--- config.mk ---
export PLATFORM = sky130hd
export DESIGN_NAME = cwa_word_aligner
export DESIGN_NICKNAME = d
export VERILOG_FILES = /design/src/rtl/cwa_pkg.sv /design/src/rtl/cwa_window.sv /design/src/rtl/cwa_comma_match.sv /design/src/rtl/cwa_slip_fsm.sv /design/src/rtl/cwa_word_aligner.sv
export SDC_FILE = /design/constraint.sdc
export NUM_CORES = 1
export LEC_CHECK = 0
export CORE_ASPECT_RATIO = 0.6
export CORE_MARGIN = 2
export CORE_UTILIZATION = 50
export DETAILED_ROUTE_END_ITERATION = 7
export DONT_BUFFER_PORTS = 1
export PLACE_DENSITY = 0.73
export RECOVER_POWER = 25
export SLEW_MARGIN = 20
export SYNTH_ARGS = -nofsm -noshare
export SYNTH_HDL_FRONTEND = slang
export SYNTH_SLANG_ARGS = --single-unit
--- constraint.sdc ---
create_clock -name clk -period 8.61 [get_ports clk]
set_input_delay 0.4305 -clock clk [delete_from_list [all_inputs] [get_ports clk]]
set_output_delay 0.4305 -clock clk [all_outputs]
set_load 0.01 [all_outputs]
--- src/rtl/cwa_pkg.sv ---
package cwa_pkg;

  typedef enum logic [1:0] {
    ST_IDLE,
    ST_SETTLE,
    ST_HUNT,
    ST_LOCK
  } cwa_state_e;

  // comma codes, bit 0 is the first serial bit
  localparam logic [9:0] COMMA_NEG = 10'h17C;
  localparam logic [9:0] COMMA_POS = 10'h283;

endpackage

--- src/rtl/cwa_window.sv ---
module cwa_window #(
  parameter int W     = 10,
  parameter int OFS_W = $clog2(W)
) (
  input  logic             clk,
  input  logic             rst,
  input  logic [W-1:0]     din,
  input  logic [OFS_W-1:0] ofs,
  output logic [W-1:0]     win
);

  localparam int PAIR_W = 2 * W;

  logic [W-1:0]      prev_q;
  logic [PAIR_W-1:0] pair;

  always_ff @(posedge clk) begin
    if (rst) prev_q <= '0;
    else     prev_q <= din;
  end

  assign pair = {din, prev_q};

  // one-bit step per offset value; older word occupies the low half
  always_comb begin
    win = pair[W-1:0];
    for (int k = 0; k < W; k++) begin
      if (ofs == OFS_W'(k)) win = pair[k +: W];
    end
  end

endmodule

--- src/rtl/cwa_comma_match.sv ---
module cwa_comma_match
  import cwa_pkg::*;
#(
  parameter int W = 10
) (
  input  logic [W-1:0] win,
  output logic         hit
);

  localparam int NPAT = 2;
  localparam logic [NPAT-1:0][W-1:0] PATS = {W'(COMMA_POS), W'(COMMA_NEG)};

  logic [NPAT-1:0] eq;

  for (genvar i = 0; i < NPAT; i++) begin : g_pat
    assign eq[i] = (win == PATS[i]);
  end

  assign hit = |eq;

endmodule

--- src/rtl/cwa_slip_fsm.sv ---
module cwa_slip_fsm
  import cwa_pkg::*;
#(
  parameter int W      = 10,
  parameter int SETTLE = 2,
  parameter int DWELL  = 16,
  parameter int OFS_W  = $clog2(W)
) (
  input  logic             clk,
  input  logic             rst,
  input  logic             req,
  input  logic             manual,
  input  logic             hit,
  output logic [OFS_W-1:0] ofs,
  output logic             locked
);

  localparam int SET_W = $clog2(SETTLE + 1);
  localparam int DW_W  = $clog2(DWELL + 1);
  localparam logic [OFS_W-1:0] LAST_OFS = OFS_W'(W - 1);

  cwa_state_e        state;
  logic              req_q;
  logic              rise;
  logic              start;
  logic              slip_ok;
  logic [OFS_W-1:0]  ofs_q;
  logic [OFS_W-1:0]  ofs_nxt;
  logic              lock_q;
  logic [SET_W-1:0]  settle_q;
  logic [DW_W-1:0]   dwell_q;

  // history tracks the input through reset so a held level is no edge
  always_ff @(posedge clk) req_q <= req;

  assign rise    = req & ~req_q;
  assign start   = rise | (manual & req & (state == ST_IDLE));
  assign slip_ok = ~manual | req;
  assign ofs_nxt = (ofs_q == LAST_OFS) ? '0 : ofs_q + OFS_W'(1);

  always_ff @(posedge clk) begin
    if (rst) begin
      state    <= ST_IDLE;
      ofs_q    <= '0;
      lock_q   <= 1'b0;
      settle_q <= '0;
      dwell_q  <= '0;
    end else if (start) begin
      state    <= ST_SETTLE;
      ofs_q    <= '0;
      lock_q   <= 1'b0;
      settle_q <= SET_W'(SETTLE);
    end else begin
      case (state)
        ST_SETTLE: begin
          if (settle_q <= SET_W'(1)) begin
            state   <= ST_HUNT;
            dwell_q <= DW_W'(DWELL);
          end else begin
            settle_q <= settle_q - SET_W'(1);
          end
        end
        ST_HUNT: begin
          if (hit) begin
            state  <= ST_LOCK;
            lock_q <= 1'b1;
          end else if (dwell_q <= DW_W'(1)) begin
            dwell_q <= DW_W'(DWELL);
            if (slip_ok) begin
              ofs_q    <= ofs_nxt;
              state    <= ST_SETTLE;
              settle_q <= SET_W'(SETTLE);
            end
          end else begin
            dwell_q <= dwell_q - DW_W'(1);
          end
        end
        default: ;
      endcase
    end
  end

  assign ofs    = ofs_q;
  assign locked = lock_q;

endmodule

--- src/rtl/cwa_word_aligner.sv ---
module cwa_word_aligner #(
  parameter int WORD_W      = 10,
  parameter int SETTLE_CYC  = 2,
  parameter int DWELL_WORDS = 16
) (
  input  logic                      clk,
  input  logic                      rst,
  input  logic [WORD_W-1:0]         rx_word,
  input  logic                      align_req,
  input  logic                      manual_mode,
  output logic [WORD_W-1:0]         aligned_word,
  output logic                      comma_hit,
  output logic                      sync_locked,
  output logic [$clog2(WORD_W)-1:0] slip_count
);

  localparam int OFS_W = $clog2(WORD_W);

  logic [WORD_W-1:0] win;
  logic              hit;
  logic [OFS_W-1:0]  ofs;
  logic              locked;
  logic [WORD_W-1:0] word_q;
  logic              hit_q;

  cwa_window #(.W(WORD_W), .OFS_W(OFS_W)) u_win (
    .clk (clk),
    .rst (rst),
    .din (rx_word),
    .ofs (ofs),
    .win (win)
  );

  cwa_comma_match #(.W(WORD_W)) u_match (
    .win (win),
    .hit (hit)
  );

  cwa_slip_fsm #(
    .W      (WORD_W),
    .SETTLE (SETTLE_CYC),
    .DWELL  (DWELL_WORDS),
    .OFS_W  (OFS_W)
  ) u_fsm (
    .clk    (clk),
    .rst    (rst),
    .req    (align_req),
    .manual (manual_mode),
    .hit    (hit),
    .ofs    (ofs),
    .locked (locked)
  );

  always_ff @(posedge clk) begin
    if (rst) begin
      word_q <= '0;
      hit_q  <= 1'b0;
    end else begin
      word_q <= win;
      hit_q  <= hit;
    end
  end

  assign aligned_word = word_q;
  assign comma_hit    = hit_q;
  assign sync_locked  = locked;
  assign slip_count   = ofs;

endmodule

==> reports/results.ini <==
[detailed_routing]
initialDrtViolationCount = 362
vias = 3021
vias_per_cell = 6.71
routed_wl_um = 8830
drc_errors = 0
drtPass1Iterations = 7
drt-wirelength-per-cell_um = 19.6
ant_nets = 0

[worst_setup_path]
critPathCaptureType = flip-flop
path_cells = buf_4 > and2b_1 > nor2_1 > o311a_1 > o31ai_4 > or3b_1 > or4_4 > and2_4 > a41o_1 > o31a_1
worst_setup_path_start_kind = flip-flop
crit_type = reg2reg
cpLargestDelayFamily = simple AND/OR/NAND/NOR gates
path_max_fanout = 64
critPathMaxStageDelay_ns = 0.56
critical-path-slowest-cell = or4_4
cp_num_buf_inv = 1
cp.required_ns = 8.79
cp.arrival_ns = 3.92

[synth]
ys_ff_latch = 36
synth_edf_count = 0
ys_types = 83
syn_area_mm2 = 0.00306
syn-num-nets = 411
yosysWarnings = 0
ys_seq_area_share_pct = 23.6
netlist_instances = 391
synth_ff_type = dfxtp_1
syn_avg_cell_area_um2 = 7.82
synthArstFlopShare_pct = 0

[placed_design]
placed_cell_area_mm2 = 0.00297
numPortBuffers = 0
dp_hpwl_um = 6190
gp_congestion = 0.978
placed_cells = 443
dpl_worst_slack_ns = 4.92

[floorplanning]
die_area_mm2 = 0.00678
row_count = 22
dieWidth_um = 105
initial_core_util_pct = 51.0
core-area_mm2 = 0.00600
die_h_um = 64.6
io_pins = 30

[sta]
rsz0062_at_grt = false
timing.setup.tns_ns = 0
min_period_ns = 3.74
post-route-period-util_pct = 43.5
setup_viol = 0
fmax_mhz = 267
slew_viol_final = 0
finalHoldViolCount = 0
tightest_slew_ns = 0.956
final.setup.worst_slack_ns = 4.87
clock_skew_ns = 0.00844
slew_headroom_pct = 35.5

[power]
p_sw_uw = 117
swShare_pct = 29.8
pwr-share-seq_pct = 47.5
comb_power_share_pct = 18.4
power.internal_uw = 276
power_leakage_uw = 0.00105
power_density_mw_per_mm2 = 128
power.clock.fraction_pct = 34.1
ir_drop_mv = 0.0555

[layout]
fin_nets = 386
fin_cells = 450
fin_area_mm2 = 0.00307
final_common_cell = nor2_1
diodes = 0
layout_common_cells = nor2_1 (42), dfxtp_1 (34), a21oi_1 (29), nand2_1 (19), nor2b_1 (18)
final_util_pct = 51.1
area_delta_synth_final_pct = 0.245
drive_gt1_share_pct = 9.84

[clock_network]
cts.clk_slew.worst_paths_ns = 0.07
cts_made_buffers = 5
holdBufCountCts = 0
clock_sinks = 36
cts_resized = 0
cts_setup_buffers = 0
cts_tree = built
clockBufferDepth = 2
htree_levels = 2
insertion_delay_ns = 0.29
cts_root_buffer = clkbuf_8

[job]
drv_cap = 0

[min_path]
min_path_type = in2reg

[grt]
antenna_found_initial = 0
grt_pass1_wl_um = 14000
gr-total-overflow = 0
track_usage_pct = 26.1
grt_pass1_vias = 2567
grt_max_degree = 65

[outcome]
status = finished, final reports clean

final timing paths:
kind	from	to	slack [ns]	cells past startpoint
min reg2reg	u_fsm.state[1]	u_fsm.state[1]	0.50	2
max reg2reg	u_fsm.ofs[1]	u_fsm.settle_q[1]	4.87	10
max	u_fsm.ofs[1]	u_fsm.settle_q[1]	4.87	10
min	align_req	u_fsm.req_q	0.16	0
through the flow:
step           power, uW  hold WS [ns]
3_5_place_dp         260         0.458
3_3_place_gp         259         0.458
5_1_grt              410         0.151
6_report             393         0.165
2_1_floorplan        247         0.458
4_1_cts              396         0.152
layout make-up:
| type | instances | area [um^2] |
|---|---|---|
| Timing Repair Buffer | 4 | 30.0 |
| Clock buffer | 7 | 96.3 |
| Multi-Input combinational cell | 306 | 2060 |
| Sequential cell | 36 | 723 |
| Tap cell | 84 | 105 |
| Fill cell | 611 | 2930 |
| Inverter | 13 | 48.8 |
per-layer routing:
metal | GRT usage, % | up-vias | part of all wire, %
li1 | - | 1420 | -
met1 | 41.2 | 1386 | 47
met2 | 32.4 | 204 | 38
met3 | 9.86 | 11 | 14
met4 | 4.67 | 0 | 0.55
met5 | 0 | - | 0
cell usage after synthesis, drive strengths merged (4+ instances only):
master | instances | area, um^2
nor4 | 4 | 25.0
nand2 | 20 | 77.6
clkbuf | 12 | 45.0
o211ai | 5 | 37.5
nor3 | 6 | 35.0
nor2 | 42 | 158
nand3b | 5 | 37.5
nand2b | 10 | 62.6
mux2i | 12 | 120
a31oi | 11 | 68.8
o21ai | 19 | 98.8
nor3b | 7 | 52.6
dfxtp | 36 | 721
nand3 | 8 | 40.0
a21oi | 31 | 163
ha | 6 | 75.1
inv | 13 | 48.8
o31ai | 10 | 98.8
buf | 24 | 181
nor2b | 18 | 113
o22ai | 7 | 43.8
power by group through the flow:
stage | sequential, uW | clock, uW | combinational, uW
2_1_floorplan | 185 | 0 | 62.1
3_3_place_gp | 190 | 0 | 69.3
3_5_place_dp | 190 | 0 | 70.2
4_1_cts | 186 | 139 | 70.7
5_1_grt | 188 | 142 | 80.1
6_report | 187 | 134 | 72.4
flip-flops by register name, indices dropped and copies added (netlist names), 2 cells and up:
name,cells
u_win.prev_q,10
u_fsm.settle_q,2
u_fsm.ofs,4
u_fsm.dwell_q,5
aligned_word,10
u_fsm.state,2
cells by family after synthesis:
| group | synth area share [%] |
|---|---|
| muxes | 4.29 |
| AOI/OAI and AO/OA | 33.4 |
| DFF | 23.6 |
| adders and majority gates | 2.45 |
| and+or+nand+nor | 27.3 |
| buffers and inverters | 9.00 |
Note: power is estimated with default switching activity, not from simulation.
